`src/rtl/spb_pkg.sv`:
```
package spb_pkg;
  parameter int unsigned SPB_DEPTH = 8;
  parameter int unsigned SPB_DW    = 8;

  typedef enum logic [1:0] {
    RD_IDLE   = 2'd0,
    RD_GRANT  = 2'd1,
    RD_REFUSE = 2'd2
  } rd_outcome_e;
endpackage

```
`src/rtl/spb_store.sv`:
```
module spb_store #(
  parameter int unsigned DEPTH = spb_pkg::SPB_DEPTH,
  parameter int unsigned DW    = spb_pkg::SPB_DW,
  localparam int unsigned PW   = $clog2(DEPTH)
) (
  input  logic          clk_i,
  input  logic          rst_ni,
  input  logic          we_i,
  input  logic [PW-1:0] waddr_i,
  input  logic [DW-1:0] wdata_i,
  input  logic [PW-1:0] raddr_i,
  output logic [DW-1:0] rdata_o
);
  logic [DW-1:0] slot_q [DEPTH];

  for (genvar g = 0; g < DEPTH; g++) begin : g_slot
    always_ff @(posedge clk_i or negedge rst_ni) begin
      if (!rst_ni)                               slot_q[g] <= '0;
      else if (we_i && waddr_i == PW'(g))        slot_q[g] <= wdata_i;
    end
  end

  assign rdata_o = slot_q[raddr_i];
endmodule

```
`src/rtl/spb_wr_ctrl.sv`:
```
module spb_wr_ctrl #(
  parameter int unsigned DEPTH = spb_pkg::SPB_DEPTH,
  localparam int unsigned PW   = $clog2(DEPTH)
) (
  input  logic          clk_i,
  input  logic          rst_ni,
  input  logic          wr_en_i,
  input  logic          wr_sop_i,
  input  logic          clr_i,
  output logic          mem_we_o,
  output logic [PW-1:0] mem_waddr_o,
  output logic          sop_acc_o,
  output logic          wr_active_o,
  output logic          done_o
);
  logic [PW-1:0] wr_ptr_q;
  logic          active_q, done_q;
  logic          sop_acc, byte_acc, last_byte;

  assign sop_acc   = wr_en_i & wr_sop_i & ~clr_i;
  assign byte_acc  = wr_en_i & ~wr_sop_i & active_q & ~clr_i;
  assign last_byte = byte_acc && (wr_ptr_q == PW'(DEPTH-1));

  assign mem_we_o    = sop_acc | byte_acc;
  assign mem_waddr_o = sop_acc ? '0 : wr_ptr_q;
  assign sop_acc_o   = sop_acc;
  assign wr_active_o = active_q;
  assign done_o      = done_q;

  always_ff @(posedge clk_i or negedge rst_ni) begin
    if (!rst_ni) begin
      wr_ptr_q <= '0;
      active_q <= 1'b0;
      done_q   <= 1'b0;
    end else if (clr_i) begin
      wr_ptr_q <= '0;
      active_q <= 1'b0;
      done_q   <= 1'b0;
    end else if (sop_acc) begin
      wr_ptr_q <= PW'(1);
      active_q <= 1'b1;
      done_q   <= 1'b0;
    end else if (last_byte) begin
      wr_ptr_q <= '0;
      active_q <= 1'b0;
      done_q   <= 1'b1;
    end else if (byte_acc) begin
      wr_ptr_q <= wr_ptr_q + PW'(1);
    end
  end

  a_r1_done_after_last: assert property (@(posedge clk_i) disable iff (!rst_ni)
    last_byte |=> done_q);
  a_r7_clear_closes: assert property (@(posedge clk_i) disable iff (!rst_ni)
    clr_i |=> (!done_q && !active_q));
  a_r8_stray_ignored: assert property (@(posedge clk_i) disable iff (!rst_ni)
    (wr_en_i && !wr_sop_i && !active_q && !clr_i) |=> ($stable(done_q) && !active_q));
  a_r10_restart_slot0: assert property (@(posedge clk_i) disable iff (!rst_ni)
    sop_acc |=> (active_q && wr_ptr_q == PW'(1) && !done_q));
endmodule

```
`src/rtl/spb_rd_ctrl.sv`:
```
module spb_rd_ctrl #(
  parameter int unsigned DEPTH = spb_pkg::SPB_DEPTH,
  parameter int unsigned DW    = spb_pkg::SPB_DW,
  localparam int unsigned PW   = $clog2(DEPTH)
) (
  input  logic          clk_i,
  input  logic          rst_ni,
  input  logic          rd_en_i,
  input  logic          done_i,
  input  logic          sop_acc_i,
  input  logic          clr_i,
  input  logic          abort_clr_i,
  input  logic [DW-1:0] mem_rdata_i,
  output logic [PW-1:0] mem_raddr_o,
  output logic [DW-1:0] rd_data_o,
  output logic          rd_valid_o,
  output logic          underrun_o,
  output logic          abort_o
);
  import spb_pkg::*;

  logic [PW:0]   rd_ptr_q;
  logic [DW-1:0] rd_data_q;
  logic          rd_valid_q, underrun_q, abort_q;
  logic          has_left, in_progress, abort_set;
  rd_outcome_e   outcome;

  assign has_left    = rd_ptr_q < (PW+1)'(DEPTH);
  assign in_progress = done_i && has_left && (rd_ptr_q != '0 || rd_en_i);
  assign abort_set   = sop_acc_i && in_progress;
  assign mem_raddr_o = rd_ptr_q[PW-1:0];

  always_comb begin
    outcome = RD_IDLE;
    if (rd_en_i) begin
      if (done_i && has_left && !sop_acc_i && !clr_i) outcome = RD_GRANT;
      else                                            outcome = RD_REFUSE;
    end
  end

  always_ff @(posedge clk_i or negedge rst_ni) begin
    if (!rst_ni) begin
      rd_ptr_q   <= '0;
      rd_data_q  <= '0;
      rd_valid_q <= 1'b0;
      underrun_q <= 1'b0;
    end else begin
      rd_valid_q <= (outcome == RD_GRANT);
      underrun_q <= (outcome == RD_REFUSE);
      rd_data_q  <= (outcome == RD_GRANT) ? mem_rdata_i : '0;
      if (clr_i || sop_acc_i)        rd_ptr_q <= '0;
      else if (outcome == RD_GRANT)  rd_ptr_q <= rd_ptr_q + (PW+1)'(1);
    end
  end

  always_ff @(posedge clk_i or negedge rst_ni) begin
    if (!rst_ni)          abort_q <= 1'b0;
    else if (abort_set)   abort_q <= 1'b1;
    else if (abort_clr_i) abort_q <= 1'b0;
  end

  assign rd_data_o  = rd_data_q;
  assign rd_valid_o = rd_valid_q;
  assign underrun_o = underrun_q;
  assign abort_o    = abort_q;

  a_r2_valid_needs_done: assert property (@(posedge clk_i) disable iff (!rst_ni)
    rd_valid_q |-> $past(done_i));
  a_r3_write_blocks_read: assert property (@(posedge clk_i) disable iff (!rst_ni)
    sop_acc_i |=> (!rd_valid_q && rd_ptr_q == '0));
  a_r5_abort_sticky: assert property (@(posedge clk_i) disable iff (!rst_ni)
    (abort_q && !abort_clr_i) |=> abort_q);
  a_r6_underrun_zero: assert property (@(posedge clk_i) disable iff (!rst_ni)
    underrun_q |-> (rd_data_q == '0 && !rd_valid_q));
  a_r6_exclusive: assert property (@(posedge clk_i) disable iff (!rst_ni)
    $onehot0({rd_valid_q, underrun_q}));
endmodule

```
`src/rtl/setup_pkt_buf.sv`:
```
module setup_pkt_buf #(
  parameter int unsigned DEPTH = spb_pkg::SPB_DEPTH,
  parameter int unsigned DW    = spb_pkg::SPB_DW
) (
  input  logic          clk_i,
  input  logic          rst_ni,
  input  logic          wr_en_i,
  input  logic          wr_sop_i,
  input  logic [DW-1:0] wr_data_i,
  input  logic          rd_en_i,
  output logic [DW-1:0] rd_data_o,
  output logic          rd_valid_o,
  output logic          underrun_o,
  output logic          data_valid_o,
  output logic          abort_o,
  input  logic          abort_clr_i,
  input  logic          clr_i
);
  localparam int unsigned PW = $clog2(DEPTH);

  logic          mem_we, sop_acc, wr_active, done;
  logic [PW-1:0] mem_waddr, mem_raddr;
  logic [DW-1:0] mem_rdata;

  spb_wr_ctrl #(.DEPTH(DEPTH)) u_wr (
    .clk_i(clk_i), .rst_ni(rst_ni), .wr_en_i(wr_en_i), .wr_sop_i(wr_sop_i),
    .clr_i(clr_i), .mem_we_o(mem_we), .mem_waddr_o(mem_waddr),
    .sop_acc_o(sop_acc), .wr_active_o(wr_active), .done_o(done)
  );

  spb_store #(.DEPTH(DEPTH), .DW(DW)) u_store (
    .clk_i(clk_i), .rst_ni(rst_ni), .we_i(mem_we), .waddr_i(mem_waddr),
    .wdata_i(wr_data_i), .raddr_i(mem_raddr), .rdata_o(mem_rdata)
  );

  spb_rd_ctrl #(.DEPTH(DEPTH), .DW(DW)) u_rd (
    .clk_i(clk_i), .rst_ni(rst_ni), .rd_en_i(rd_en_i), .done_i(done),
    .sop_acc_i(sop_acc), .clr_i(clr_i), .abort_clr_i(abort_clr_i),
    .mem_rdata_i(mem_rdata), .mem_raddr_o(mem_raddr), .rd_data_o(rd_data_o),
    .rd_valid_o(rd_valid_o), .underrun_o(underrun_o), .abort_o(abort_o)
  );

  assign data_valid_o = done;

  a_r3_no_valid_while_writing: assert property (@(posedge clk_i) disable iff (!rst_ni)
    wr_active |-> !data_valid_o);
endmodule

```
`config.mk`:
```
export PLATFORM = sky130hd
export DESIGN_NAME = setup_pkt_buf
export DESIGN_NICKNAME = d
export VERILOG_FILES = /design/src/rtl/spb_pkg.sv /design/src/rtl/spb_store.sv /design/src/rtl/spb_wr_ctrl.sv /design/src/rtl/spb_rd_ctrl.sv /design/src/rtl/setup_pkt_buf.sv
export SDC_FILE = /design/constraint.sdc
export NUM_CORES = 1
export LEC_CHECK = 0
export ABC_AREA = 1
export CAP_MARGIN = 20
export CORE_UTILIZATION = 40
export DETAILED_ROUTE_END_ITERATION = 16
export DONT_BUFFER_PORTS = 1
export PLACE_DENSITY = 0.54
export SYNTH_ARGS = -nofsm -noshare
export SYNTH_HDL_FRONTEND = slang
export SYNTH_SLANG_ARGS = --single-unit
```
`constraint.sdc`:
```
create_clock -name clk_i -period 1.2 [get_ports clk_i]
set_input_delay 0.06 -clock clk_i [delete_from_list [all_inputs] [get_ports clk_i]]
set_output_delay 0.06 -clock clk_i [all_outputs]
set_load 0.03 [all_outputs]
```
==> results of run 1 <==
==> per-stage QoR <==
stage,power [mW],hold WS (ps)
CTS,5.39,-625
detailed placement,3.37,-233
finish,5.44,-619
global route,5.66,-629
global placement,3.36,-233
floorplan,3.30,-236
==> registers in the layout (all words and copies together), names as in the netlist <==
register,flops
u_rd.underrun_o,1
u_wr.done_o,1
u_wr.wr_ptr_q,3
u_wr.wr_active_o,1
u_rd.rd_data_o,8
u_rd.abort_o,1
u_rd.rd_valid_o,1
u_rd.rd_ptr_q,4
u_store.slot_q,64
==> logic make-up after synthesis <==
family	synth area share, %
xor+xnor	0.212
fa+ha+maj	1.21
compound gates	1.82
flops	51.0
buf+inv	7.41
simple gates	38.4
==> timing repair <==
action	in CTS	in global routing
resized for setup	39	136
pin swaps	31	63
endpoints found under the hold margin	156	148
buffers inserted	1	5
gates cloned	2	3
endpoints found under the setup margin	76	82
==> cell usage after synthesis (all sizes together) <==
cell,n
o22ai,1
nand3b,1
clkbuf,13
nand4,3
buf,11
or2,7
xor2,1
nor3,1
nand3,76
ha,4
nor2,53
nand2,243
inv,52
o21ai,9
dfrtp,84
clkinv,1
a21oi,4
==> critical path, cell delays in order, from the launching register on <==
cell and delay [ps]:
dfrtp_2 460, buf_12 140, inv_8 40, or2_2 260, nand2_1 70, nand2_1 60, nor2_2 140, nor2_2 50
==> power by group <==
| part | switching (mW) | internal (mW) |
|---|---|---|
| clock | 1.05 | 0.962 |
| sequential | 0.0788 | 2.94 |
| combinational | 0.239 | 0.172 |
==> layout make-up <==
type                            count  area [um2]
Clock inverter                      4        50.0
Fill cell                         931        4460
Multi-Input combinational cell    404        2190
Clock buffer                       12         135
Timing Repair inverter              1        11.3
Timing Repair Buffer               52         541
Sequential cell                    84        2110
Tap cell                          133         166
Inverter                           53         206
==> metal layers <==
layer	up-vias	wire (um)	part of all wire [%]
met2	94	5720	49
li1	1814	-	-
met3	18	582	4.9
met5	-	13	0.11
met1	1820	5240	45
met4	2	207	1.8
==> worst max-delay path by stage <==
stage                     start                 end  slack [ps]  cells past startpoint
2_1_floorplan  u_rd.rd_ptr_q[0]   u_rd.rd_data_o[2]         -20                      8
3_3_place_gp   u_wr.wr_active_o  u_store.slot_q[12]        -190                      7
3_5_place_dp   u_wr.wr_active_o  u_store.slot_q[11]        -220                      7
4_1_cts        u_rd.rd_ptr_q[0]   u_rd.rd_data_o[6]         -90                      7
5_1_grt        u_rd.rd_ptr_q[0]   u_rd.rd_data_o[3]        -150                      7
6_report       u_rd.rd_ptr_q[0]   u_rd.rd_data_o[3]        -120                      7
==> impl_metrics.ini, run 1 <==
[setup_path]
r2r_end = u_rd.rd_data_o[3]
critPathKind = reg2reg
reg2regPathDepth = 7
ff2ff_setup_slack_ps = -120
worstPathArrival_ps = 1570
r2r_start = u_rd.rd_ptr_q[0]
cp.required_ps = 1460
cp_max_fo = 6
end_kind = flip-flop
crit_path_start_kind = flip-flop

[drt]
drt-wirelength-per-cell_um = 15.8
drt-total-wl_mm = 11.8
via_per_inst = 5.04
vias = 3748
drt_pass1_iterations = 4
drtIter0Drc = 199
route.detailed.drc = 0
final_antenna_net_count = 0

[cells_and_area]
syn_to_final_growth_pct = 31.1
final_util_pct = 54.8
stdcell_area_mm2 = 0.00540
final_cells = 743
final_cell_mix = 177 x nand2_1, 80 x dfrtp_1, 56 x nand2_2, 51 x nand3_1, 41 x inv_1
antenna_cells = 0
drive_gt1_share_pct = 32.1
final_common_cell = nand2_1
nets = 624

[place]
place_inst = 711
hpwl_mm = 7.47
dp_slack_ps = -216
portBuffers = 0
gp_congestion = 0.807
placed_cell_area_mm2 = 0.00449

[clocking]
clkLatencyLatePin_ps = 360
hold_buffers = 5
clock-sinks = 84
cts.clk_slew.worst_paths_ps = 90
clock_path_buffers = 2
numCtsBuffers = 9
root_buffer = clkbuf_8
cts_tree = built
h-tree-depth = 3

[sta]
rsz0062_at_grt = yes
fin_ws_ps = -116
timing.fmax_ghz = 0.760
slew_headroom_pct = 75.8
hold_viol = 148
tightest_slew_ps = 361
drv_slew = 0
post-route-period-util_pct = 110
period_needed_ps = 1320
final.setup.tns_ps = -3050
setup_viol_count_final = 69
timing.hold.ws_ps = -619
fin_worst_skew_ps = 11.0

[die]
core_area_mm2 = 0.00986
ios = 27
dieArea_mm2 = 0.0107
start_util_pct = 41.8
rows = 36
chipWidth_um = 104
die_h_um = 104

[grt]
grt_pass1_vias = 3542
grt_use_met2_pct = 36.8
antenna_found_initial = 1
grt_overflow = 0
grt_pass1_wl_mm = 18.3
busiest_layer = met2
grtUsageTotal_pct = 22.2
met3_usage_pct = 4.22
met1_usage_pct = 28.9
grt_max_degree = 85

[logic_synthesis]
synthTopCellsByArea = dfrtp_1 51%, nand2_1 22%, nand3_1 9.1%, nor2_1 4.6%, inv_1 4.4%
syn_avg_cell_area_um2 = 7.31
yosysTopAreaCell = dfrtp_1
syn-cell-area_mm2 = 0.00412
yosys.cell_types.count = 23
synthCells = 564
yosysWarnings = 0
yosys.area.top_type_share_pct = 51.0
synth_nets = 583
synth-seq-cells = 84
yosysSeqAreaShare_pct = 51.0

[run_status]
violations = negative hold slack, negative setup slack
status = finished with violations

[worst_hold_path]
hp-class = in2async

[flow_run]
drv_cap = 0

[power_and_ir_drop]
power_leakage_nw = 2.77
irDropWorstVdd_mv = 0.573
power.density_mw_per_mm2 = 1010
Power figures use the tool's default switching activity.
==> run 2, diff against run 1 <==
--- a/config.mk
+++ b/config.mk
@@ -10,2 +10,3 @@
 export CORE_UTILIZATION = 40
+export CTS_CLUSTER_DIAMETER = 40
 export DETAILED_ROUTE_END_ITERATION = 16
==> constraint.sdc (replaced) <==
create_clock -name clk_i -period 1.2 [get_ports clk_i]
set_input_delay 0.12 -clock clk_i [delete_from_list [all_inputs] [get_ports clk_i]]
set_output_delay 0.12 -clock clk_i [all_outputs]
set_load 0.03 [all_outputs]
==> impl_metrics.ini, run 2 (synthesized netlist as in run 1, its figures left out) <==
[power_and_ir_drop]
power_mw = 5.39
irDropWorstVdd_mv = 0.518
power.density_mw_per_mm2 = 1060
power_leakage_nw = 2.65

[sta]
slew_headroom_pct = 63.9
period_needed_ps = 1320
hold_viol = 108
tightest_slew_ps = 540
timing.fmax_ghz = 0.759
setup_viol_count_final = 70
timing.hold.ws_ps = -551
fin_ws_ps = -118
rsz0062_at_grt = yes
drv_slew = 0
post-route-period-util_pct = 110
fin_worst_skew_ps = 4.11

[die]
rows = 36
die_h_um = 104
start_util_pct = 41.8
ios = 27
core_area_mm2 = 0.00986
dieArea_mm2 = 0.0107
chipWidth_um = 104

[grt]
grtUsageTotal_pct = 22.3
grt_max_degree = 85
antenna_found_initial = 2
grt_pass1_wl_mm = 18.3
grt_pass1_vias = 3441
grt_overflow = 0

[drt]
drt_pass1_iterations = 4
via_per_inst = 4.86
drtIter0Drc = 239
route.detailed.drc = 0
drt-total-wl_mm = 11.2
vias = 3614
drt-wirelength-per-cell_um = 15.1
final_antenna_net_count = 0

[clocking]
numCtsBuffers = 9
root_buffer = clkbuf_8
clock-sinks = 84
h-tree-depth = 3
cts_tree = built
clkLatencyLatePin_ps = 360
cts.clk_slew.worst_paths_ps = 80
clock_path_buffers = 2

[setup_path]
cpMaxStageDelayCell = dfrtp_1
cp_max_fo = 8
path_delay_family = simple AND/OR/NAND/NOR gates
r2r_end = u_store.slot_q[36]
worstPathCellList = inv_2 > nor2_4 > nand3b_1 > buf_6 > nor2_4 > buf_8 > nand2_1 > nand2_1
cp_num_buf_inv = 3
ff2ff_setup_slack_ps = -120
reg2regPathDepth = 8
crit_path_start_kind = flip-flop
r2r_start = u_wr.wr_active_o
worstPathArrival_ps = 1620
cp.required_ps = 1500
critPathMaxStageDelay_ps = 340
critPathKind = reg2reg
end_kind = flip-flop

[run_status]
status = finished with violations
violations = negative hold slack, negative setup slack

[place]
gp_congestion = 0.777
dp_slack_ps = -197
hpwl_mm = 7.45
placed_cell_area_mm2 = 0.00450
portBuffers = 0

[cells_and_area]
fillers = 978
drive_gt1_share_pct = 22.0
final_cell_mix = 208 x nand2_1, 80 x dfrtp_1, 68 x nand3_1, 46 x nor2_1, 43 x inv_1
syn_to_final_growth_pct = 23.6
nets = 622
regMostFlops = u_store.slot_q
largest_reg_flops = 64
final_common_cell = nand2_1
stdcell_area_mm2 = 0.00510

[worst_hold_path]
hp-class = in2async

[flow_run]
drv_cap = 0
## run 2: layout make-up
cell class                      instances  area (um2)  share of cell area, %
Timing Repair Buffer                   51         482                   9.45
Multi-Input combinational cell        404        1950                   38.2
Inverter                               53         206                   4.05
Clock inverter                          4        50.0                  0.982
Sequential cell                        84        2110                   41.3
Clock buffer                           12         135                   2.65
Antenna cell                            2        5.00                 0.0982
Tap cell                              133         166                   3.26
## run 2: where the power goes
| part | internal [mW] | leakage (nW) | switching, mW |
|---|---|---|---|
| clock network | 0.961 | 0.0866 | 1.02 |
| logic | 0.158 | 1.41 | 0.244 |
| registers | 2.94 | 1.15 | 0.0717 |
| total | 4.06 | 2.65 | 1.33 |
## run 2: timing repair
item	CTS	global route
pin swaps	24	26
hold endpoints to repair	155	132
setup buffers	0	3
hold buffers	4	3
endpoints found under the setup margin	80	82
resized for setup	50	42
cloned	1	1
## run 2: per-stage QoR
stage | util, % | TNS [ps] | cells
4_1_cts | 49.5 | -4240 | 734
3_3_place_gp | 45.6 | -9470 | 713
6_report | 51.7 | -4800 | 743
2_1_floorplan | - | -239 | 564
3_5_place_dp | 45.6 | -9940 | 713
5_1_grt | 51.6 | -10730 | 742
## run 2: how the worst max path moves through the flow
stage                          start                 end  slack (ps)  cells past startpoint
global route        u_wr.wr_active_o  u_store.slot_q[39]        -180                      8
global placement    u_wr.wr_active_o  u_store.slot_q[12]        -190                      7
detailed placement  u_wr.wr_active_o  u_store.slot_q[11]        -200                      7
floorplan           u_rd.rd_ptr_q[0]   u_rd.rd_data_o[2]         -20                      8
CTS                 u_rd.rd_ptr_q[0]   u_rd.rd_data_o[1]        -100                      7
finish              u_wr.wr_active_o  u_store.slot_q[36]        -120                      8
## run 2: per-layer routing
| layer | global-route usage (%) | wire length, um |
|---|---|---|
| met4 | 8.28 | 218 |
| met5 | 0 | 0 |
| met2 | 35.1 | 5250 |
| met1 | 30.0 | 5190 |
| met3 | 5.16 | 536 |
==> run 3, diff against run 2 <==
REMOVE_ABC_BUFFERS = 1   (was default)
==> impl_metrics.ini, run 3 (synthesized netlist as in run 1, its figures left out) <==
[run_status]
status = finished with violations
violations = negative hold slack, negative setup slack

[drt]
final_antenna_net_count = 0
drt-wirelength-per-cell_um = 15.4
via_per_inst = 5.01
vias = 3724
dr_wl_met3_um = 417
drt-total-wl_mm = 11.4
drt_pass1_iterations = 4
wl_met2_mm = 5.47
drtIter0Drc = 182
wl_met1_mm = 5.19
top_layer_used = met4
route.detailed.drc = 0

[flow_run]
drv_cap = 0

[die]
rows = 36
chipWidth_um = 104
start_util_pct = 41.8
die_h_um = 104
core_area_mm2 = 0.00986
dieArea_mm2 = 0.0107
ios = 27

[setup_path]
worstPathArrival_ps = 1600
cp_max_fo = 8
end_kind = flip-flop
cp.required_ps = 1510
reg2regPathDepth = 8
crit_path_start_kind = flip-flop
critPathKind = reg2reg

[cells_and_area]
largest_reg_flops = 64
nets = 623
regMostFlops = u_store.slot_q
final_common_cell = nand2_1
syn_to_final_growth_pct = 32.2
final_cell_mix = 189 x nand2_1, 82 x dfrtp_1, 56 x nand3_1, 44 x nand2_2, 41 x inv_1
drive_gt1_share_pct = 29.2
final_cells = 743

[sta]
tightest_slew_ps = 457
final.setup.tns_ps = -3040
drv_slew = 0
period_needed_ps = 1300
timing.fmax_ghz = 0.772
post-route-period-util_pct = 108
fin_worst_skew_ps = 10.4
setup_viol_count_final = 69
fin_ws_ps = -95.4
hold_viol = 116
timing.hold.ws_ps = -559
rsz0062_at_grt = yes
slew_headroom_pct = 69.4

[grt]
grtUsageTotal_pct = 22.4
grt_pass1_wl_mm = 18.7
grt_overflow = 0
antenna_found_initial = 1
grt_max_degree = 85
grt_pass1_vias = 3749

[clocking]
clock_path_buffers = 2
h-tree-depth = 3
clock-sinks = 84
cts_tree = built
numCtsBuffers = 9
clkLatencyLatePin_ps = 370
root_buffer = clkbuf_8
cts.clk_slew.worst_paths_ps = 90

[power_and_ir_drop]
power_mw = 5.83
power_leakage_nw = 2.82
power.density_mw_per_mm2 = 1070
irDropWorstVdd_mv = 0.499

[place]
gp_congestion = 0.785
hpwl_mm = 7.46
portBuffers = 0
place_inst = 715

[worst_hold_path]
hp-class = in2async
==> run 3: changes by cell type in the layout (fill, tap and decap cells not counted), moves of 7 or more <==
cell	change
nand2_1	-19
nand2_2	+12
nand3_1	-12
nand3_2	+10
nor2_1	-9
buf_4	-8
nor2_2	+8
nand2_4	+7
==> run 3: worst paths after layout <==
path                            slack [ps]                  to                from
worst max-delay path                  -100  u_store.slot_q[54]    u_wr.wr_active_o
worst min-delay path                  -560  u_store.slot_q[13]              rst_ni
worst max register to register        -100  u_store.slot_q[54]    u_wr.wr_active_o
worst min register to register         480  u_store.slot_q[60]  u_store.slot_q[60]
max in group asynchronous             1590    u_wr.wr_ptr_q[1]              rst_ni
min in group clk_i                    -140  u_store.slot_q[42]        wr_data_i[2]
==> run 3: per-stage QoR <==
step | area, um2 | util (%) | setup WS, ps
after floorplan | 4020 | - | -872
after global placement | 4550 | 46.1 | -194
after detailed placement | 4550 | 46.1 | -215
after CTS | 5070 | 51.4 | -86.9
after global routing | 5450 | 55.3 | -163
final | 5450 | 55.3 | -95.4
==> run 3: layout make-up <==
type	count	area (um2)
clock inverter	5	82.6
clock buffer	11	151
inverter	53	209
timing repair buffer	53	592
sequential	84	2100
fill	961	4410
multi-input combinational	403	2140
tap	133	166
antenna	1	2.50
==> run 3: worst max-delay path: stages, from the launching register on <==
cell,delay [ps]
dfrtp_1,350
inv_2,50
nor2_4,100
nand3b_1,180
buf_6,190
nor2_4,80
buf_8,150
nand2_2,60
nand2_2,70
==> run 3: report_power, final <==
part           internal [mW]  total (mW)  switching (mW)
combinational          0.175       0.424           0.248
sequential              2.94        3.02          0.0745
clock                   1.29        2.39            1.10
==> run 3: repair_timing <==
action                     CTS  global route
hold endpoints to repair   152           148
hold buffers                 3             4
setup buffers                2             1
setup endpoints to repair   77            82
resized for setup           73            89
gates cloned                 0             1
pin swaps                   50            35
==> run 3: layer usage <==
metal	track usage [%]	up-vias
li1	-	1812
met4	11.1	0
met2	35.7	68
met3	4.41	19
met1	29.2	1825
met5	0	-
